File: src/rtl/tvc_pkg.sv
package tvc_pkg;

    localparam int CF_W = 4;

    // Condition field: bit3 less, bit2 greater, bit1 equal, bit0 overflow copy
    typedef struct packed {
        logic lt;
        logic gt;
        logic eq;
        logic so;
    } cf_t;

    typedef enum logic [1:0] {
        PH_IDLE = 2'd0,
        PH_RUN  = 2'd1,
        PH_DONE = 2'd2
    } phase_t;

    function automatic logic cf_fails(input cf_t cf, input logic [1:0] sel, input logic pol);
        logic [CF_W-1:0] bits;
        bits = cf;
        return bits[sel] == pol;
    endfunction

endpackage

File: src/rtl/tvc_cmp_unit.sv
module tvc_cmp_unit
    import tvc_pkg::*;
#(
    parameter int XLEN = 16
) (
    input  logic [XLEN-1:0] opnd,
    input  logic [XLEN-1:0] imm,
    input  logic            so,
    input  logic [1:0]      sel,
    input  logic            pol,
    output cf_t             cf,
    output logic            fail
);
    always_comb begin
        cf.lt = $signed(opnd) <  $signed(imm);
        cf.gt = $signed(opnd) >  $signed(imm);
        cf.eq = opnd == imm;
        cf.so = so;
        fail  = cf_fails(cf, sel, pol);
    end
endmodule

File: src/rtl/tvc_index.sv
module tvc_index #(
    parameter int IW = 5,
    parameter int CW = 7
) (
    input  logic [IW-1:0] base,
    input  logic          vec,
    input  logic [CW-1:0] count,
    output logic [IW-1:0] idx
);
    logic [IW-1:0] step;

    generate
        if (CW >= IW) begin : g_narrow
            assign step = count[IW-1:0];
            if (CW > IW) begin : g_drop
                logic unused_hi;
                assign unused_hi = ^count[CW-1:IW];
            end
        end else begin : g_wide
            assign step = {{(IW-CW){1'b0}}, count};
        end
    endgenerate

    assign idx = base + (vec ? step : '0);
endmodule

File: src/rtl/tvc_seq.sv
module tvc_seq
    import tvc_pkg::*;
#(
    parameter int XLEN  = 16,
    parameter int NREG  = 32,
    parameter int NCF   = 8,
    parameter int VLMAX = 64,
    localparam int RIW  = $clog2(NREG),
    localparam int CIW  = $clog2(NCF),
    localparam int VLW  = $clog2(VLMAX + 1)
) (
    input  logic            clk,
    input  logic            rst,
    input  logic            start,
    input  logic [VLW-1:0]  vl_in,
    input  logic [RIW-1:0]  src_base,
    input  logic            src_vec,
    input  logic [CIW-1:0]  dst_base,
    input  logic            dst_vec,
    input  logic [XLEN-1:0] imm,
    input  logic            so_in,
    input  logic            ff_en,
    input  logic            ff_excl,
    input  logic [1:0]      test_sel,
    input  logic            test_pol,
    output logic [RIW-1:0]  rd_idx,
    input  logic [XLEN-1:0] rd_data,
    output logic            cf_we,
    output logic [CIW-1:0]  cf_idx,
    output logic [3:0]      cf_val,
    output logic            busy,
    output logic            done,
    output logic [VLW-1:0]  vl_out,
    output logic            trunc
);
    localparam logic [VLW-1:0] VL_CAP = VLW'(VLMAX);

    phase_t          phase;
    logic [VLW-1:0]  elem;
    logic [VLW-1:0]  vlc_q;
    logic [RIW-1:0]  sb_q;
    logic            sv_q;
    logic [CIW-1:0]  db_q;
    logic            dv_q;
    logic [XLEN-1:0] imm_q;
    logic            so_q;
    logic            ff_q;
    logic            ex_q;
    logic [1:0]      sel_q;
    logic            pol_q;

    logic [VLW-1:0]  vl_clamped;
    logic            accept;
    logic            last;
    logic            elem_fail;
    cf_t             cf_now;

    assign vl_clamped = (vl_in > VL_CAP) ? VL_CAP : vl_in;
    assign accept     = start && (phase != PH_RUN);
    assign last       = (elem == vlc_q - 1'b1);

    tvc_index #(.IW(RIW), .CW(VLW)) u_src_idx (
        .base (sb_q), .vec (sv_q), .count (elem), .idx (rd_idx)
    );

    tvc_index #(.IW(CIW), .CW(VLW)) u_dst_idx (
        .base (db_q), .vec (dv_q), .count (elem), .idx (cf_idx)
    );

    tvc_cmp_unit #(.XLEN(XLEN)) u_cmp (
        .opnd (rd_data), .imm (imm_q), .so (so_q),
        .sel  (sel_q),   .pol (pol_q),
        .cf   (cf_now),  .fail (elem_fail)
    );

    assign busy   = (phase == PH_RUN);
    assign done   = (phase == PH_DONE);
    assign cf_we  = busy;
    assign cf_val = cf_now;

    always_ff @(posedge clk) begin
        if (rst) begin
            phase  <= PH_IDLE;
            elem   <= '0;
            vlc_q  <= '0;
            sb_q   <= '0;
            sv_q   <= 1'b0;
            db_q   <= '0;
            dv_q   <= 1'b0;
            imm_q  <= '0;
            so_q   <= 1'b0;
            ff_q   <= 1'b0;
            ex_q   <= 1'b0;
            sel_q  <= '0;
            pol_q  <= 1'b0;
            vl_out <= '0;
            trunc  <= 1'b0;
        end else if (accept) begin
            elem  <= '0;
            vlc_q <= vl_clamped;
            sb_q  <= src_base;
            sv_q  <= src_vec;
            db_q  <= dst_base;
            dv_q  <= dst_vec;
            imm_q <= imm;
            so_q  <= so_in;
            ff_q  <= ff_en;
            ex_q  <= ff_excl;
            sel_q <= test_sel;
            pol_q <= test_pol;
            if (vl_clamped == '0) begin
                phase  <= PH_DONE;
                vl_out <= '0;
                trunc  <= 1'b0;
            end else begin
                phase <= PH_RUN;
            end
        end else begin
            case (phase)
                PH_RUN: begin
                    if (ff_q && elem_fail) begin
                        phase  <= PH_DONE;
                        vl_out <= ex_q ? elem : elem + 1'b1;
                        trunc  <= 1'b1;
                    end else if (last) begin
                        phase  <= PH_DONE;
                        vl_out <= vlc_q;
                        trunc  <= 1'b0;
                    end else begin
                        elem <= elem + 1'b1;
                    end
                end
                PH_DONE: phase <= PH_IDLE;
                default: phase <= PH_IDLE;
            endcase
        end
    end
endmodule

File: config.mk
export PLATFORM = sky130hd
export DESIGN_NAME = tvc_seq
export DESIGN_NICKNAME = d
export VERILOG_FILES = /design/src/rtl/tvc_pkg.sv /design/src/rtl/tvc_cmp_unit.sv /design/src/rtl/tvc_index.sv /design/src/rtl/tvc_seq.sv
export SDC_FILE = /design/constraint.sdc
export NUM_CORES = 1
export LEC_CHECK = 0
export BUFFER_PORTS_ARGS = -buffer_cell sky130_fd_sc_hd__buf_2
export CAP_MARGIN = 5
export CORE_MARGIN = 8
export CORE_UTILIZATION = 35
export CTS_BUF_LIST = sky130_fd_sc_hd__clkbuf_2
export DETAILED_ROUTE_END_ITERATION = 8
export HOLD_SLACK_MARGIN = 0.08
export PLACE_DENSITY_LB_ADDON = 0.05
export REMOVE_ABC_BUFFERS = 1
export SETUP_SLACK_MARGIN = 0.4
export SLEW_MARGIN = 30
export SYNTH_ARGS = -nofsm -noshare
export SYNTH_HDL_FRONTEND = slang
export SYNTH_HIERARCHICAL = 1
export SYNTH_SLANG_ARGS = --single-unit
File: constraint.sdc
create_clock -name clk -period 2.81 [get_ports clk]
set_input_delay 0.4215 -clock clk [delete_from_list [all_inputs] [get_ports clk]]
set_output_delay 0.4215 -clock clk [all_outputs]
set_load 0.01 [all_outputs]
Word level (Yosys, flattened, before mapping)
Index checks and enable logic that the tools add are counted.
{"block": "totals", "register_bits": 56, "latchBits": 0, "mem_bits_rw": 0, "mem_bits_ro": 0, "inputBits": 58, "output_inout_bits": 23, "elab_cells": 62, "mem_count": 0}
{"block": "classes", "add_sub_neg": 4, "n_mul": 0, "div_mod_pow": 0, "n_lt_le_gt_ge": 4, "n_eq_ne": 8, "shift": 0, "n_mux": 21, "n_bitwise": 2, "reduce_logical": 8}
{"op": "$mux W7", "n": 7}
{"op": "$eq A16 B16 Y1", "n": 1}
{"op": "$gt A16 B16 Y1", "n": 1}
{"op": "$lt A16 B16 Y1", "n": 1}
{"op": "$mux W2", "n": 5}
{"op": "$add A7 B1 Y7 const B", "n": 1}
{"op": "$eq A7 B7 Y1", "n": 1}
{"op": "$gt A7 B7 Y1 const B", "n": 1}
{"op": "$logic_not A7 Y1", "n": 1}
{"op": "$sub A7 B1 Y7 const B", "n": 1}
{"op": "$mux W1", "n": 6}
{"op": "$reduce_and A3 Y1", "n": 2}
{"op": "$add A5 B5 Y5", "n": 1}
{"op": "$mux W5", "n": 1}
{"op": "$ne A2 B1 Y1 const B", "n": 2}
{"op": "$ne A4 B1 Y1 const B", "n": 1}
{"op": "$add A3 B3 Y3", "n": 1}
{"op": "$lt A2 B3 Y1 const B", "n": 1}
{"op": "$mux W3", "n": 1}
{"op": "$reduce_bool A3 Y1", "n": 1}
{"op": "$bmux W1 S2", "n": 1}
{"op": "$eq A2 B1 Y1 const B", "n": 1}
{"op": "$eq A2 B2 Y1 const B", "n": 1}
{"op": "$logic_and A1 B1 Y1", "n": 2}
{"op": "other kinds (4)", "n": 5}

Depth between registers and ports, before layout
Gate-level depths: netlist (run 1).
{"block": "logic_depth", "ltp_word": 8, "depth_mapped": 14, "mapped_depth_nobuf": 13}

Cells and area by module
Netlist (run 1), hierarchy kept.
{"module": "tvc_seq", "n_inst": 1, "cells_per_inst": 319, "area_per_inst_um2": 2543.7, "seq_area_each_um2": 1121.1}
{"module": "tvc_cmp_unit", "n_inst": 1, "cells_per_inst": 69, "area_per_inst_um2": 519.2, "seq_area_each_um2": 0.0}
{"module": "tvc_index at u_src_idx", "n_inst": 1, "cells_per_inst": 24, "area_per_inst_um2": 185.2, "seq_area_each_um2": 0.0}
{"module": "tvc_index at u_dst_idx", "n_inst": 1, "cells_per_inst": 10, "area_per_inst_um2": 75.1, "seq_area_each_um2": 0.0}

Worst setup path after synthesis (run 1)
No wires, ideal clock.
{"block": "synth_timing", "path_type": "input -> register", "start": "in rd_data[11]", "end": "reg vl_out[5]", "setup_time_ps": 72, "arrival_ps": 2876, "required_time_ps": 2738, "path_slack_ps": -138, "cell_stages": 12, "n_path_buf": 1, "cell_sequence": "ha_1 and4_4 a21o_1 a211oi_4 a211oi_1 nor4_2 xor2_1 and2_1 clkbuf_1 nor2_1 a211o_1 mux2i_1"}
{"block": "synth_between", "elab_chain_len": 8, "elab_cells_between_ends": 12, "classes_between": "2 x order compare; 2 x eq/ne; 5 x mux; 3 x reduce/logical"}
{"item": "from (decl)", "line": "tvc_seq.sv:27", "text": "input logic [XLEN-1:0] rd_data,"}
{"item": "$gt A16 B16 Y1 (tied with other cells)", "line": "tvc_cmp_unit.sv:16", "text": "cf.gt = $signed(opnd) > $signed(imm);"}
{"item": "$bmux W1 S2 (*)", "line": "tvc_pkg.sv:22", "text": "return bits[sel] == pol;"}
{"item": "$mux W1 (implied by the code) (*)", "line": "tvc_pkg.sv:22"}
{"item": "$eq A1 B1 Y1 (*)", "line": "tvc_pkg.sv:22"}
{"item": "net elem_fail", "line": "tvc_seq.sv:55", "text": "logic elem_fail;"}
{"item": "$logic_and A1 B1 Y1 (*)", "line": "tvc_seq.sv:121", "text": "if (ff_q && elem_fail) begin"}
{"item": "$mux W7", "line": "tvc_seq.sv:121"}
{"item": "$mux W7", "line": "tvc_seq.sv:119", "text": "case (phase)"}
{"item": "$mux W7", "line": "tvc_seq.sv:98", "text": "end else if (accept) begin"}
{"item": "to (signal assigned)", "line": "tvc_seq.sv:123", "text": "vl_out <= ex_q ? elem : elem + 1'b1;"}
{"item": "to (signal assigned)", "line": "tvc_seq.sv:127", "text": "vl_out <= vlc_q;"}
{"item": "to (decl)", "line": "tvc_seq.sv:33", "text": "output logic [VLW-1:0] vl_out,"}
Mark *: on every way through the listed nets, which the timed path passes. The rest lies on a longest branch. The select of a mux whose other input is x is not followed.
A chain may end at the register's enable or synchronous reset.

Worst setup path in the final report (run 1)
{"block": "layout_timing", "start": "reg imm_q[1]", "end": "reg elem[6]"}
{"block": "layout_between", "elab_chain_len": 7, "elab_cells_between_ends": 9, "classes_between": "2 x order compare; 2 x eq/ne; 2 x mux; 1 x bitwise; 2 x reduce/logical"}
{"item": "from (decl)", "line": "tvc_seq.sv:45", "text": "logic [XLEN-1:0] imm_q;"}
{"item": "from (signal assigned)", "line": "tvc_seq.sv:105", "text": "imm_q <= imm;"}
{"item": "$gt A16 B16 Y1 (tied with other cells)", "line": "tvc_cmp_unit.sv:16"}
{"item": "$bmux W1 S2 (*)", "line": "tvc_pkg.sv:22"}
{"item": "$mux W1 (implied by the code) (*)", "line": "tvc_pkg.sv:22"}
{"item": "$eq A1 B1 Y1 (*)", "line": "tvc_pkg.sv:22"}
{"item": "net elem_fail", "line": "tvc_seq.sv:55"}
{"item": "$logic_and A1 B1 Y1 (*)", "line": "tvc_seq.sv:121"}
{"item": "$not A1 Y1 (no line) (*)"}
{"item": "$reduce_and A3 Y1 (no line) (*)"}
{"item": "to (signal assigned)", "line": "tvc_seq.sv:130", "text": "elem <= elem + 1'b1;"}
{"item": "to (decl)", "line": "tvc_seq.sv:39", "text": "logic [VLW-1:0] elem;"}
Marks and branches as above.

==> results of run 1 <==
==> power breakdown <==
part	internal (mW)	switching (mW)	total (mW)	leakage, nW
combinational	0.234	0.249	0.483	1.42
clock	0.152	0.276	0.428	0.0430
sequential	0.839	0.0341	0.873	0.465
==> cells in the final DEF (no fill, tap or decap), types with 6 or more instances in the layout <==
master,synthesis,routed
nand3b_1,8,8
inv_2,0,10
or3_1,8,8
buf_4,2,20
mux2i_1,8,8
inv_1,28,18
buf_6,1,12
buf_2,1,79
a21oi_1,47,45
ha_4,0,14
nand2_1,100,97
dfxtp_1,56,39
dfxtp_2,0,15
nor2_1,16,13
clkbuf_2,1,6
ha_1,23,9
xnor2_1,14,12
==> per-layer routing <==
layer	vias up	global-route usage	part of all wire
met3	8	0.0312	0.047
li1	1649	-	-
met4	0	0.0444	0.0099
met1	1495	0.190	0.47
met5	-	0	0
met2	71	0.252	0.47
==> state kept, by name, indices dropped and copies added, names as in the netlist, 2 cells and up <==
signal	count
vl_out	7
vlc_q	7
db_q	3
phase	2
elem	7
imm_q	16
sel_q	2
sb_q	5
==> layout make-up <==
type                            count  area, µm²
Inverter                           28        105
Multi-Input combinational cell    315       2400
Sequential cell                    56       1150
Clock inverter                      2       35.0
Tap cell                          129        161
Fill cell                         916       4550
Timing Repair Buffer              117        806
Clock buffer                        6       30.0
==> repair_timing <==
action | CTS | global route
hold endpoints to repair | 0 | 1
pin swaps | 42 | 18
hold buffers | 0 | 1
resized for setup | 67 | 42
buffers inserted | 11 | 5
setup endpoints to repair | 26 | 26
cloned | 2 | 0
==> kinds of logic after synthesis <==
group | count (synthesis) | synth area share
mux | 9 | 0.0275
buf+inv | 51 | 0.0629
fa+ha+maj | 25 | 0.0986
flops | 56 | 0.337
simple gates | 173 | 0.247
xor+xnor | 17 | 0.0448
compound gates | 91 | 0.182
==> per-stage QoR <==
step	setup TNS (ps)	std cells	cell area (µm²)	worst slack (ps)	total power, mW
2_1_floorplan	-208	399	3220	-61.7	1.09
3_3_place_gp	-2660	626	3950	-240	1.26
3_5_place_dp	-3530	626	3950	-303	1.26
4_1_cts	-507	647	4440	-79.0	1.77
5_1_grt	-2460	653	4690	-225	1.89
6_report	-234	653	4690	-80.7	1.78
==> how the worst min path moves through the flow <==
stage	startpoint	end	slack, ps
after floorplan	db_q[1]	db_q[1]	430
after global placement	imm_q[1]	imm_q[1]	440
after detailed placement	vl_out[3]	vl_out[3]	450
after CTS	imm[11]	imm_q[11]	100
after global routing	imm[6]	imm_q[6]	80
final	ff_excl	ex_q	130
==> tightest hold or removal path, stage by stage <==
cell and delay [ps]:
buf_2 90, nand2_1 40, a21oi_1 50
==> out/results.tsv, run 1 <==
stage	metric	value	unit
clock_tree	htreeDepth	2	
sta	setup_viol	8	
critical_path	startpoint	imm_q[1]	
critical_path	startpoint_type	register	
synth	async_reset_ff_frac	0	
pwr	vdd_drop_max	0.221	mV
floorplan	ios	81	
floorplan	fp.dieArea	12900	µm²
sta	worst_pin_slew	951	ps
route	ant_nets	0	
clock_tree	cts_tree	done	
layout	area_growth_syn_to_layout	41.1	%
critical_path	cp_slowest_cell	or4_4	
clock_tree	clockRootBuffer	clkbuf_2	
critical_path	path_buf_inv	3	
route	routed_wirelength	9800	µm
synth	ys_top_cells_by_area	dfxtp_1 (34%), nand2_1 (11%), ha_1 (8.7%)	
critical_path	crit_path_max_incr_delay	410	ps
clock_tree	clkTransAtPathRegs	290	ps
critical_path	worst_setup_path_end_kind	register	
floorplan	placementRows	35	
critical_path	ff2ff_path_depth	15	
global_routing	grt_util_all_layers	0.151	
synth	ys_warn_count	6	
critical_path	crit_family	compound AO/OA/AOI/OAI gates	
layout	antennaDiodeCount	0	
clock_tree	clock-sinks	56	
route	avgRoutedWirePerCell	15.0	µm
sta	holdWs	125	ps
run_status	violations	negative setup slack	
min_path	min_path_type	input pin to register	
critical_path	critPathRequiredTime	3250	ps
global_routing	grt_pass1_vias	3269	
clock_tree	cts_inserted_buffers	5	
critical_path	criticalPathCategory	register to register	
route	drt-initial-drc-count	126	
pwr	cellPowerDensity	381	nW/µm²
synth	synth_cell_types	57	
floorplan	die_x	113	µm
synth	synth_top_area_share	0.337	
floorplan	die_h	113	µm
sta	hold_violations	0	
route	firstDrtPassIters	5	
layout	finalCoreUtilization	0.507	
critical_path	r2r_end	elem[6]	
global_routing	grt_pass1_wl	16000	µm
global_routing	antenna_found_initial	0	
synth	synth_top_area_cell	dfxtp_1	
flow_run	maxCapViolCount	0	
layout	nets	606	
min_path	whs_path_depth	3	
clock_tree	clockBufferDepth	2	
pwr	cellLeakagePower	1.93	nW
synth	synth_edf_count	0	
synth	synth_flop_cell	dfxtp_1	
synth	synth.top_cells.by_count	nand2_1 (100), dfxtp_1 (56), a21oi_1 (47), inv_1 (28), ha_1 (23)	
critical_path	cp_num_cells	15	
sta	drv_slew	0	
synth	yosysMostFrequentCell	nand2_1	
place	port_buffers	80	
synth	synth_area	3320	µm²
layout	drive_gt1_frac	0.406	
synth	ys_seq_area_frac	0.337	
critical_path	critical_path_arrival	3330	ps
sta	rsz0062_at_grt	true	
global_routing	grt-ovfl-total	0	
critical_path	rr_startpoint	imm_q[1]	
route	viasPerCell	4.94	
synth	avgSynthCellArea	7.87	µm²
sta	fin_crit	2890	ps
place	dp_hpwl	6770	µm
sta	setup_slack	-80.7	ps
sta	max_freq	0.346	GHz
clock_tree	clkLatencyLatePin	470	ps
synth	synth_cells	422	
sta	finalCritPeriodShare	1.03	
floorplan	initial_core_util	0.360	
critical_path	crit_chain	inv_2 > ha_4 > nor2b_1 > o211ai_1 > a21oi_4 > a211oi_4 > buf_4 > o211a_1 > nor4_2 > xor2_1 > nand2_1 > nand2_2 > buf_12 > or4_4 > a21boi_2	
run_status	status	complete, but fails checks	
route	drc	0	
sta	worst_clock_skew	6.51	ps
global_routing	grt_max_degree	40	
sta	slew_headroom	0.364	
synth	synth_seq_cells	56	
floorplan	core_area	9240	µm²
critical_path	crit_end	elem[6]	
place	gp_congestion	0.785	
critical_path	rrSetupSlack	-80	ps
critical_path	path_max_fanout	6	
route	route.vias.total	3223	
Note: power is estimated with default switching activity, not from simulation.
==> inputs of run 2 (changes only) <==
==> constraint.sdc (replaced) <==
create_clock -name clk -period 2.81 [get_ports clk]
set_input_delay 0.1405 -clock clk [delete_from_list [all_inputs] [get_ports clk]]
set_output_delay 0.1405 -clock clk [all_outputs]
set_load 0.01 [all_outputs]
==> out/results.tsv, run 2 (synthesis gave the netlist of run 1 again) <==
stage	metric	value	unit
critical_path	critical_path_arrival	3270	ps
pwr	cellPowerDensity	346	nW/µm²
route	viasPerCell	4.91	
clock_tree	clockBufferDepth	2	
layout	drive_gt1_frac	0.353	
critical_path	startpoint_type	register	
layout	instances_no_fill	696	
layout	final_cell_mix	nand2_1 (96), buf_2 (80), dlygate4sd3_1 (53)	
pwr	cellLeakagePower	2.05	nW
global_routing	grt-ovfl-total	0	
floorplan	placementRows	35	
global_routing	grt_pass1_wl	17000	µm
critical_path	path_max_fanout	5	
layout	area_growth_syn_to_layout	51.2	%
route	drt-initial-drc-count	191	
route	firstDrtPassIters	4	
pwr	p_sw	0.574	mW
floorplan	ios	81	
sta	worst_clock_skew	22.6	ps
layout	final_common_cell	nand2_1	
layout	nets	649	
floorplan	die_h	113	µm
route	avgRoutedWirePerCell	14.8	µm
min_path	min_path_type	input pin to register	
sta	fin_crit	2830	ps
flow_run	maxCapViolCount	0	
route	routed_wirelength	10300	µm
sta	rsz0062_at_grt	true	
critical_path	critPathRequiredTime	3240	ps
place	gp_congestion	0.797	
critical_path	criticalPathCategory	register to register	
sta	max_freq	0.353	GHz
floorplan	core_area	9240	µm²
run_status	status	complete, but fails checks	
sta	drv_slew	0	
run_status	violations	negative setup slack	
global_routing	antenna_found_initial	0	
global_routing	grt_max_degree	42	
place	postPlaceCellArea	3920	µm²
clock_tree	clkTransAtPathRegs	310	ps
pwr	p_comb_frac	0.303	
place	port_buffers	80	
global_routing	grt_util_all_layers	0.159	
clock_tree	cts_inserted_buffers	5	
layout	regMostFlops	imm_q	
place	dp_hpwl	6710	µm
pwr	p_total	1.74	mW
pwr	swShare	0.330	
layout	fin_area	5020	µm²
pwr	seqPwrFrac	0.502	
route	drc	0	
floorplan	fp.dieArea	12900	µm²
sta	holdWs	393	ps
sta	slew_headroom	0.363	
pwr	intPower	1.17	mW
clock_tree	clockRootBuffer	clkbuf_2	
clock_tree	clock-sinks	56	
layout	antennaDiodeCount	0	
layout	largest_register_ffs	16	
floorplan	die_x	113	µm
clock_tree	clkLatencyLatePin	480	ps
route	ant_nets	0	
clock_tree	htreeDepth	2	
clock_tree	cts_tree	done	
place	dp_slack	-156	ps
sta	hold_violations	0	
global_routing	grt_pass1_vias	3549	
critical_path	worst_setup_path_end_kind	register	
sta	worst_pin_slew	952	ps
sta	finalCritPeriodShare	1.01	
pwr	vdd_drop_max	0.144	mV
pwr	power.share.clock	0.195	
place	dp.cells	623	
floorplan	initial_core_util	0.360	
route	route.vias.total	3418	
sta	setup_slack	-24.0	ps
sta	setup_viol	3	
## run 2: cell count changes in the layout (fill, tap and decap cells not counted), sizes merged
cell,delta
buf,-10
dlygate4sd3,+52
clkinvlp,+1
bufinv,-1
nand2,+1
## run 2: power groups by stage
stage          Clock, mW  Combinational (mW)  Sequential, mW
6_report           0.339               0.527           0.873
5_1_grt            0.379               0.585           0.880
4_1_cts            0.352               0.508           0.872
3_5_place_dp           0               0.370           0.885
3_3_place_gp           0               0.365           0.884
2_1_floorplan          0               0.214           0.877
## run 2: routing by layer
metal	wire length (µm)	vias up	part of all wire	track usage
li1	-	1735	-	-
met1	4840	1608	0.47	0.199
met2	4960	64	0.48	0.271
met3	392	11	0.038	0.0285
met4	134	0	0.013	0.0462
met5	0	-	0	0
## run 2: final timing paths
kind	from	endpoint	slack, ps	cells past startpoint
worst max-delay path	imm_q[14]	elem[6]	-20	15
worst max register to register	imm_q[14]	elem[6]	-20	15
worst min-delay path	imm[8]	imm_q[8]	390	4
worst min register to register	imm_q[13]	imm_q[13]	470	2
## run 2: timing repair
action,4_1_cts,5_1_grt
gates cloned,2,0
endpoints found under the hold margin,41,0
endpoints found under the setup margin,21,27
pin swaps,32,20
resized for setup,66,29
buffers inserted,7,3
hold buffers,53,0
## run 2: stage by stage
step / setup TNS (ps) / utilization
4_1_cts: -261 / 0.527
2_1_floorplan: 0 / -
5_1_grt: -1480 / 0.544
3_3_place_gp: -732 / 0.424
6_report: -47.3 / 0.544
3_5_place_dp: -1120 / 0.424
## run 2: area by class of cell
cell class	count	area, µm²
fill	902	4220
clock inverter	2	11.3
clock buffer	6	30.0
tap	129	161
sequential	56	1140
timing repair buffer	159	1190
inverter	28	105
multi-input combinational	316	2390
## run 2: critical path: stages (launching register included)
cell	delay, ps
dfxtp_2	410
inv_2	40
ha_4	250
and4_4	250
nand3_4	90
a21oi_4	150
a211oi_4	60
buf_4	140
o211a_1	100
nor4_2	240
xor2_1	130
buf_4	160
nand2_4	100
nand2_4	90
or4_1	420
a21boi_1	130
